$ cat config.mk
export PLATFORM = sky130hd
export DESIGN_NAME = irq_ctrl
export DESIGN_NICKNAME = d
export VERILOG_FILES = /design/src/rtl/irq_pkg.sv /design/src/rtl/irq_ext_sense.sv /design/src/rtl/irq_arbiter.sv /design/src/rtl/irq_nest.sv /design/src/rtl/irq_ctrl.sv
export SDC_FILE = /design/constraint.sdc
export NUM_CORES = 1
export LEC_CHECK = 0
export BUFFER_PORTS_ARGS = -buffer_cell sky130_fd_sc_hd__buf_2
export CORE_ASPECT_RATIO = 1.4
export CORE_MARGIN = 4
export CORE_UTILIZATION = 38
export DETAILED_ROUTE_END_ITERATION = 10
export GPL_TIMING_DRIVEN = 0
export PLACE_DENSITY = 0.72
export SETUP_SLACK_MARGIN = 0.15
export SYNTH_ARGS = -nofsm -noshare
export SYNTH_HDL_FRONTEND = slang
export SYNTH_SLANG_ARGS = --single-unit
$ cat constraint.sdc
create_clock -name clk -period 3.5 [get_ports clk]
set_input_delay 0.525 -clock clk [delete_from_list [all_inputs] [get_ports clk]]
set_output_delay 0.525 -clock clk [all_outputs]
set_load 0.005 [all_outputs]
$ cat src/rtl/irq_pkg.sv
package irq_pkg;
  localparam int NSRC  = 5;
  localparam int N_EXT = 2;
  localparam int IDXW  = $clog2(NSRC);
  typedef enum logic [IDXW-1:0] {
    SRC_EXT0 = 3'd0,
    SRC_TMR0 = 3'd1,
    SRC_EXT1 = 3'd2,
    SRC_TMR1 = 3'd3,
    SRC_SER  = 3'd4
  } src_e;
endpackage

$ cat src/rtl/irq_ext_sense.sv
module irq_ext_sense (
  input  logic clk,
  input  logic rst_n,
  input  logic tick,
  input  logic pin_n,
  input  logic edge_mode,
  input  logic clr,
  output logic req,
  output logic flag
);
  logic smp;

  always_ff @(posedge clk) begin
    if (!rst_n) begin
      smp  <= 1'b1;
      flag <= 1'b0;
    end else begin
      if (tick) smp <= pin_n;
      // a new edge wins over a clear in the same cycle so no edge is lost
      if (tick && edge_mode && smp && !pin_n) flag <= 1'b1;
      else if (clr)                           flag <= 1'b0;
    end
  end

  assign req = edge_mode ? flag : !smp;
endmodule

$ cat src/rtl/irq_arbiter.sv
module irq_arbiter
  import irq_pkg::*;
(
  input  logic [NSRC-1:0] elig,
  input  logic [NSRC-1:0] pri,
  input  logic            allow_hi,
  input  logic            allow_lo,
  output logic            valid,
  output logic [IDXW-1:0] idx,
  output logic            hi
);
  logic [NSRC-1:0] cand_hi, cand_lo;

  assign cand_hi = allow_hi ? (elig & pri)  : '0;
  assign cand_lo = allow_lo ? (elig & ~pri) : '0;

  always_comb begin
    valid = 1'b0;
    idx   = '0;
    hi    = 1'b0;
    // scan downward so the lowest index is the last to assign
    for (int i = NSRC - 1; i >= 0; i--) begin
      if (cand_lo[i]) begin
        valid = 1'b1;
        idx   = IDXW'(i);
      end
    end
    if (|cand_hi) begin
      for (int i = NSRC - 1; i >= 0; i--) begin
        if (cand_hi[i]) idx = IDXW'(i);
      end
      valid = 1'b1;
      hi    = 1'b1;
    end
  end
endmodule

$ cat src/rtl/irq_nest.sv
module irq_nest (
  input  logic clk,
  input  logic rst_n,
  input  logic take,
  input  logic take_hi,
  input  logic reti,
  output logic allow_hi,
  output logic allow_lo
);
  logic act_hi, act_lo;

  always_ff @(posedge clk) begin
    if (!rst_n) begin
      act_hi <= 1'b0;
      act_lo <= 1'b0;
    end else if (take) begin
      if (take_hi) act_hi <= 1'b1;
      else         act_lo <= 1'b1;
    end else if (reti) begin
      if (act_hi) act_hi <= 1'b0;
      else        act_lo <= 1'b0;
    end
  end

  assign allow_hi = !act_hi;
  assign allow_lo = !act_hi && !act_lo;
endmodule

$ cat src/rtl/irq_ctrl.sv
module irq_ctrl
  import irq_pkg::*;
#(
  parameter int          VW       = 16,
  parameter logic [15:0] VEC_BASE = 16'h0003,
  parameter int          VEC_STEP = 8
) (
  input  logic                 clk,
  input  logic                 rst_n,
  input  logic                 mc_tick,
  input  logic [N_EXT-1:0]     ext_n,
  input  logic [N_EXT-1:0]     ext_edge,
  input  logic [N_EXT-1:0]     tmr_ovf,
  input  logic                 ser_rx,
  input  logic                 ser_tx,
  input  logic [NSRC-1:0]      irq_en,
  input  logic                 irq_gie,
  input  logic [NSRC-1:0]      pri_sel,
  input  logic                 ack,
  input  logic                 reti,
  output logic                 irq,
  output logic [VW-1:0]        irq_vec,
  output logic                 irq_hi,
  output logic [N_EXT-1:0]     ext_flag,
  output logic [N_EXT-1:0]     tmr_clr
);
  localparam logic [VW-1:0] BASE = VW'(VEC_BASE);
  localparam logic [VW-1:0] STEP = VW'(VEC_STEP);

  logic [NSRC-1:0]  pend, elig;
  logic [N_EXT-1:0] ext_req, ext_clr;
  logic [IDXW-1:0]  win;
  logic             allow_hi, allow_lo, take;

  assign take = ack && irq;

  for (genvar k = 0; k < N_EXT; k++) begin : g_src
    // external k sits at index 2k, timer k at 2k+1
    assign ext_clr[k] = take && (win == IDXW'(2 * k));
    assign tmr_clr[k] = take && (win == IDXW'(2 * k + 1));
    assign pend[2 * k]     = ext_req[k];
    assign pend[2 * k + 1] = tmr_ovf[k];

    irq_ext_sense u_sense (
      .clk       (clk),
      .rst_n     (rst_n),
      .tick      (mc_tick),
      .pin_n     (ext_n[k]),
      .edge_mode (ext_edge[k]),
      .clr       (ext_clr[k]),
      .req       (ext_req[k]),
      .flag      (ext_flag[k])
    );
  end

  assign pend[SRC_SER] = ser_rx || ser_tx;
  assign elig = pend & irq_en & {NSRC{irq_gie}};

  irq_arbiter u_arb (
    .elig     (elig),
    .pri      (pri_sel),
    .allow_hi (allow_hi),
    .allow_lo (allow_lo),
    .valid    (irq),
    .idx      (win),
    .hi       (irq_hi)
  );

  irq_nest u_nest (
    .clk      (clk),
    .rst_n    (rst_n),
    .take     (take),
    .take_hi  (irq_hi),
    .reti     (reti),
    .allow_hi (allow_hi),
    .allow_lo (allow_lo)
  );

  assign irq_vec = BASE + STEP * VW'(win);
endmodule

==> reports/metrics.cfg, run 1 <==
[cts]
cts_tree = done
path_clk_slew_ns = 0.04
hold_buffers = 0
clock_latency_ns = 0.24
clock-root-buffer = clkbuf_4
htreeDepth = 1
clock_sinks = 6
post_cts_resized = 0
numCtsBuffers = 3
cts_buffer_depth = 2
cts_setup_buffers = 0

[worst_setup_path]
slowest_delay_ns = 0.53
worstPathRequired_ns = 2.97
cp.arrival_ns = 2.39
worstSetupEndpointType = output port
path_common_cell = buf_2
timing.rr.start = u_nest.act_hi
worst_setup_path_start_kind = primary input
crit_chain = buf_2, nor2b_4, and4_4, or4_4, buf_6, o31ai_4, o21bai_1, nor2_1, buf_2
reg2reg_to = u_nest.act_lo
cp_max_fo = 8
crit_type = primary input to output port
ff2ff_path_depth = 7
rrSetupSlack_ns = 1.40
critical-path-slowest-cell = or4_4

[power]
peakVddDrop_mv = 0.2557
power_density_nw_per_um2 = 230.5
p_total_uw = 231.0
p_leak_uw = 0.0005463

[detailed_routing]
totalWireLength_um = 1781
vias_per_cell = 4.853
drc_errors = 0
ant_nets = 0
route.vias.total = 791
first_pass_iters = 2
first_iter_violations = 8
routedWlPerCell_um = 10.93

[logic_synthesis]
ys_ff_latch = 6
syn_area_sq_um = 753.2
synth_top_flop_cell = dfxtp_1
ys_types = 41
async_reset_ff_frac = 0
synth-edff-count = 0
synthCells = 97
postSynthAreaPerCell_sq_um = 7.765
yosysSeqAreaShare = 0.1595
yosysWarningCount = 0

[sta]
post-route-period-util = 0.8316
fin_tns_setup_ns = 0
worst_clock_skew_ns = 0.002769
rsz0062_at_grt = false
fmax_mhz = 343.6
slew_viol_final = 0
finalSetupViolCount = 0
min_period_ns = 2.911
hold_violations = 0

[die]
ioPinCount = 46
die_w_um = 45.63
die_h_um = 60.68
rows = 18
initial_core_util = 0.4129
coreArea_sq_um = 1824
die_area_sq_um = 2769

[placed_design]
port_buffers = 32
dpl.cell_count = 160
dp_hpwl_um = 1540
gp_congestion = 0.7613

[cells_and_area]
fillers = 191
final_common_cell = buf_2
multi_input_area_sq_um = 528.0
final_cell_count_no_fill = 163
nets = 169
diodes = 0
most-common-layout-cells = buf_2 (32), buf_4 (15), conb_1 (13)
layout-area-overhead-vs-synth_pct = 33.06
drive_gt1_frac = 0.4336
final-seq-area_sq_um = 120.1

[grt]
grtUsageTotal = 0.1358
grt_pass1_vias = 667
grt_pass1_wl_um = 2780
antenna_found_initial = 0
grt_overflow = 0
grt_start_max_net_pins = 9

[run]
max_cap_violations = 0

[worst_hold_path]
holdCritStartpoint = g_src[1].u_sense.smp
holdPathStages = 2
hp-class = flip-flop to flip-flop
min_to = g_src[1].u_sense.smp

[status]
status = finished clean

logic make-up (layout without fill, tap and decap cells):
kind of cell / Yosys count / count (layout) / share of synthesized area
compound gates: 22 / 22 / 0.2309
buf+inv: 22 / 57 / 0.1944
flops: 6 / 6 / 0.1595
mux: 2 / 2 / 0.02658
other cells: 2 / 13 / 0.009970
simple gates: 43 / 43 / 0.3787
layout make-up:
class,instances,share of cell area
Timing Repair Buffer,32,0.1598
Inverter,6,0.02247
Multi-Input combinational cell,80,0.5268
Tap cell,20,0.02497
Buffer,16,0.1236
Sequential cell,6,0.1199
Clock buffer,3,0.02247
worst max-delay path by stage:
stage / from / to / slack, ns / cells after the start
finish: irq_gie / tmr_clr[1] / 0.59 / 9
global route: irq_gie / tmr_clr[1] / 0.50 / 9
CTS: irq_gie / tmr_clr[1] / 0.59 / 9
detailed placement: irq_gie / tmr_clr[1] / 0.60 / 9
global placement: irq_gie / tmr_clr[1] / 0.61 / 9
floorplan: irq_gie / tmr_clr[0] / 0.98 / 7
per-layer routing:
metal	track usage	up-vias	wire length [um]
met1	0.1717	341	710
li1	-	416	-
met5	0	-	0
met4	0.07531	0	36
met3	0.01484	4	160
met2	0.2196	30	873
report_power, final:
| group | switching (uW) | internal, uW | total [uW] |
|---|---|---|---|
| clock network | 22.0 | 38.6 | 60.6 |
| logic | 44.4 | 49.9 | 94.3 |
| registers | 3.41 | 72.8 | 76.2 |
state kept, by name, indices dropped and copies added (netlist names):
| register | flops |
|---|---|
| u_nest.act_lo | 1 |
| g_src.u_sense.flag | 2 |
| g_src.u_sense.smp | 2 |
| u_nest.act_hi | 1 |
stage by stage:
step             util  area, sq um  hold slack (ns)  setup slack (ns)
4_1_cts        0.5494         1002           0.4779            0.5888
5_1_grt        0.5494         1002           0.4945            0.5033
3_3_place_gp   0.5370        979.7           0.4668            0.6143
6_report       0.5494         1002           0.4833            0.5895
2_1_floorplan       -        794.5           0.4481            0.9822
3_5_place_dp   0.5370        979.7           0.4787            0.6040
critical path: cells and delay by family:
family          cells  cell delay, ns
compound gates      2            0.50
simple gates        4            0.93
buf+inv             3            0.42
synth_stat cells (all sizes together) (2+ instances only):
cell,number,area [sq um]
buf,16,123.9
nand2,9,33.78
dfxtp,6,120.1
inv,6,22.52
nor2,6,22.52
a21oi,4,20.02
nand4b,4,35.03
nor2b,4,32.53
or2,4,25.02
a31oi,3,18.77
o21ai,3,15.01
a211oi,2,20.02
and4,2,20.02
and4b,2,21.27
conb,2,7.510
mux2i,2,20.02
nand2b,2,12.51
nor3,2,10.01
o21a,2,15.01
or4,2,18.77
(Power assumes the default switching activity.)
==> run 2: changes to the inputs <==
PLACE_DENSITY = 0.75   (was 0.72)
clock period = 2.4 ns   (was 3.5 ns; I/O delays follow)
==> run 2 against run 1 <==
The flow now finishes with violations (setup timing). Sequential cell count unchanged. Critical path type is now flip-flop to output port. Highest routed layer unchanged. Setup slack worse by 0.70 ns. Utilization up 11 points. Die area unchanged. Largest cell class unchanged.
==> reports/metrics.cfg, run 2 (synthesized netlist as in run 1, its figures left out) <==
[status]
status = finished with violations  ; was finished clean
violations = setup timing

[placed_design]
dp_hpwl_um = 1581  ; was 1540 um
port_buffers = 32  ; unchanged
gp_congestion = 0.7954  ; was 0.7613
dpl.cell_count = 160  ; unchanged

[grt]
grt_overflow = 0  ; unchanged
met3_usage = 0.02374  ; was 0.01484
busiest_layer = met2  ; unchanged
antenna_found_initial = 0  ; unchanged
grtUsageTotal = 0.1667  ; was 0.1358
grt_start_max_net_pins = 9  ; unchanged
use_met1 = 0.1860  ; was 0.1717
grt_pass1_vias = 854  ; was 667
grt_pass1_wl_um = 3498  ; was 2780 um
gr-usage-met2 = 0.3114  ; was 0.2196

[sta]
finalSetupViolCount = 4  ; was 0
fin_tns_setup_ns = -0.3248  ; was 0 ns
rsz0062_at_grt = true  ; was false
min_period_ns = 2.509
fin_hold_ws_ns = 0.3401  ; was 0.4833 ns
post-route-period-util = 1.045
slew_viol_final = 0  ; unchanged
worst_clock_skew_ns = 0.005581  ; was 0.002769 ns
hold_violations = 0  ; unchanged
fmax_mhz = 398.6
layout_setup_ws_ns = -0.1088  ; was 0.5895 ns

[cells_and_area]
multi_input_area_sq_um = 611.8  ; was 528.0 sq um
layout-area-overhead-vs-synth_pct = 60.80  ; was 33.06%
most-common-layout-cells = buf_2 (31), buf_4 (30), conb_1 (13)  ; was buf_2 (32), buf_4 (15), conb_1 (13)
reg_top3 = g_src.u_sense.flag: 2 flops, g_src.u_sense.smp: 2 flops  ; unchanged
nets = 184  ; was 169
final_util = 0.6639  ; was 0.5494
drive_gt1_frac = 0.5886  ; was 0.4336
final_cell_count_no_fill = 178  ; was 163
final-seq-area_sq_um = 126.4  ; was 120.1 sq um
fillers = 164  ; was 191
diodes = 0  ; unchanged
final_common_cell = buf_2  ; unchanged

[worst_hold_path]
holdPathStages = 2  ; unchanged
hp-class = primary input to flip-flop  ; was flip-flop to flip-flop

[die]
ioPinCount = 46  ; unchanged
die_h_um = 60.68  ; unchanged
rows = 18  ; unchanged
die_w_um = 45.63  ; unchanged
die_area_sq_um = 2769  ; unchanged
initial_core_util = 0.4129  ; unchanged
coreArea_sq_um = 1824  ; unchanged

[detailed_routing]
totalWireLength_um = 2349  ; was 1781 um
first_iter_violations = 13  ; was 8
routedWlPerCell_um = 13.20  ; was 10.93 um
route.vias.total = 928  ; was 791
vias_per_cell = 5.213  ; was 4.853
ant_nets = 0  ; unchanged
first_pass_iters = 4  ; was 2
drc_errors = 0  ; unchanged

[worst_setup_path]
worstPathRequired_ns = 2.04  ; was 2.97 ns
critical-path-slowest-cell = or4_4  ; unchanged
slowest_delay_ns = 0.53  ; about the same
cp.arrival_ns = 2.15  ; was 2.39 ns
worstSetupEndpointType = output port  ; unchanged
rrSetupSlack_ns = 0.36  ; was 1.40 ns
ff2ff_path_depth = 8  ; was 7
crit_type = flip-flop to output port  ; was primary input to output port
cp_max_fo = 5  ; was 8
crit_chain = nor2b_4, and4_4, or4_4, buf_6, nor4b_4, o21bai_4, nor2_2, buf_2  ; was buf_2, nor2b_4, and4_4, or4_4, buf_6, o31ai_4, o21bai_1, nor2_1, buf_2
worst_setup_path_start_kind = flip-flop  ; was primary input

[cts]
path_clk_slew_ns = 0.05  ; was 0.04 ns
hold_buffers = 0  ; unchanged
cts_tree = done  ; unchanged
clock_latency_ns = 0.24  ; about the same
clock-root-buffer = clkbuf_4  ; unchanged
htreeDepth = 1  ; unchanged
numCtsBuffers = 3  ; unchanged
clock_sinks = 6  ; unchanged
cts_buffer_depth = 2  ; unchanged

[power]
p_leak_uw = 0.0006299  ; was 0.0005463 uW
peakVddDrop_mv = 0.3434  ; was 0.2557 mV
p_total_uw = 393.3  ; was 231.0 uW
power_density_nw_per_um2 = 324.7  ; was 230.5 nW/um^2

[run]
max_cap_violations = 0  ; unchanged

run 2: cell types whose count changed in the layout (fill, tap and decap cells not counted), sizes merged:
cell / previous run / this run
buf: 48 / 63
run 2: area by class of cell:
type	instances	share of cell area
plain buffers	16	0.1023
multi-input cells	80	0.5052
well taps	20	0.02066
flip-flops and latches	6	0.1043
clock buffers	3	0.01860
inverters	6	0.01860
repair buffers	47	0.2304
run 2: what timing repair did:
item | CTS | global route
pin swaps | 14 | 15
endpoints found under the setup margin | 7 | 7
setup buffers | 9 | 6
endpoints found under the hold margin | 0 | 0
resized for setup | 13 | 13
run 2: layer usage:
layer / share of wire / up-vias
met1: 0.36 / 428
met4: 0.0021 / 0
met3: 0.10 / 2
li1: - / 447
met2: 0.54 / 51
met5: 0 / -
run 2: path summary, 6_finish.rpt:
check | startpoint | to
max reg2reg | g_src[0].u_sense.flag | g_src[0].u_sense.flag
min reg2reg | g_src[1].u_sense.smp | g_src[1].u_sense.smp
max | u_nest.act_hi | tmr_clr[0]
min | rst_n | g_src[1].u_sense.smp
run 2: critical path: cells and delay by family (launching register included):
kind / cells / cell delay (ns)
AOI/OAI and AO/OA: 1 / 0.10
and+or+nand+nor: 5 / 1.17
buffers and inverters: 2 / 0.27
DFF: 1 / 0.38
run 2: through the flow:
step	setup slack (ns)	instance area, sq um
final	-0.1088	1211
after global routing	-0.1759	1211
after CTS	-0.1136	1132
after detailed placement	-0.1713	979.7
after global placement	-0.1567	979.7
after floorplan	0.2122	794.5
run 2: power by group:
group / internal, uW / switching (uW)
combinational: 104 / 86.6
clock: 56.4 / 34.7
sequential: 106 / 5.24
total: 267 / 127
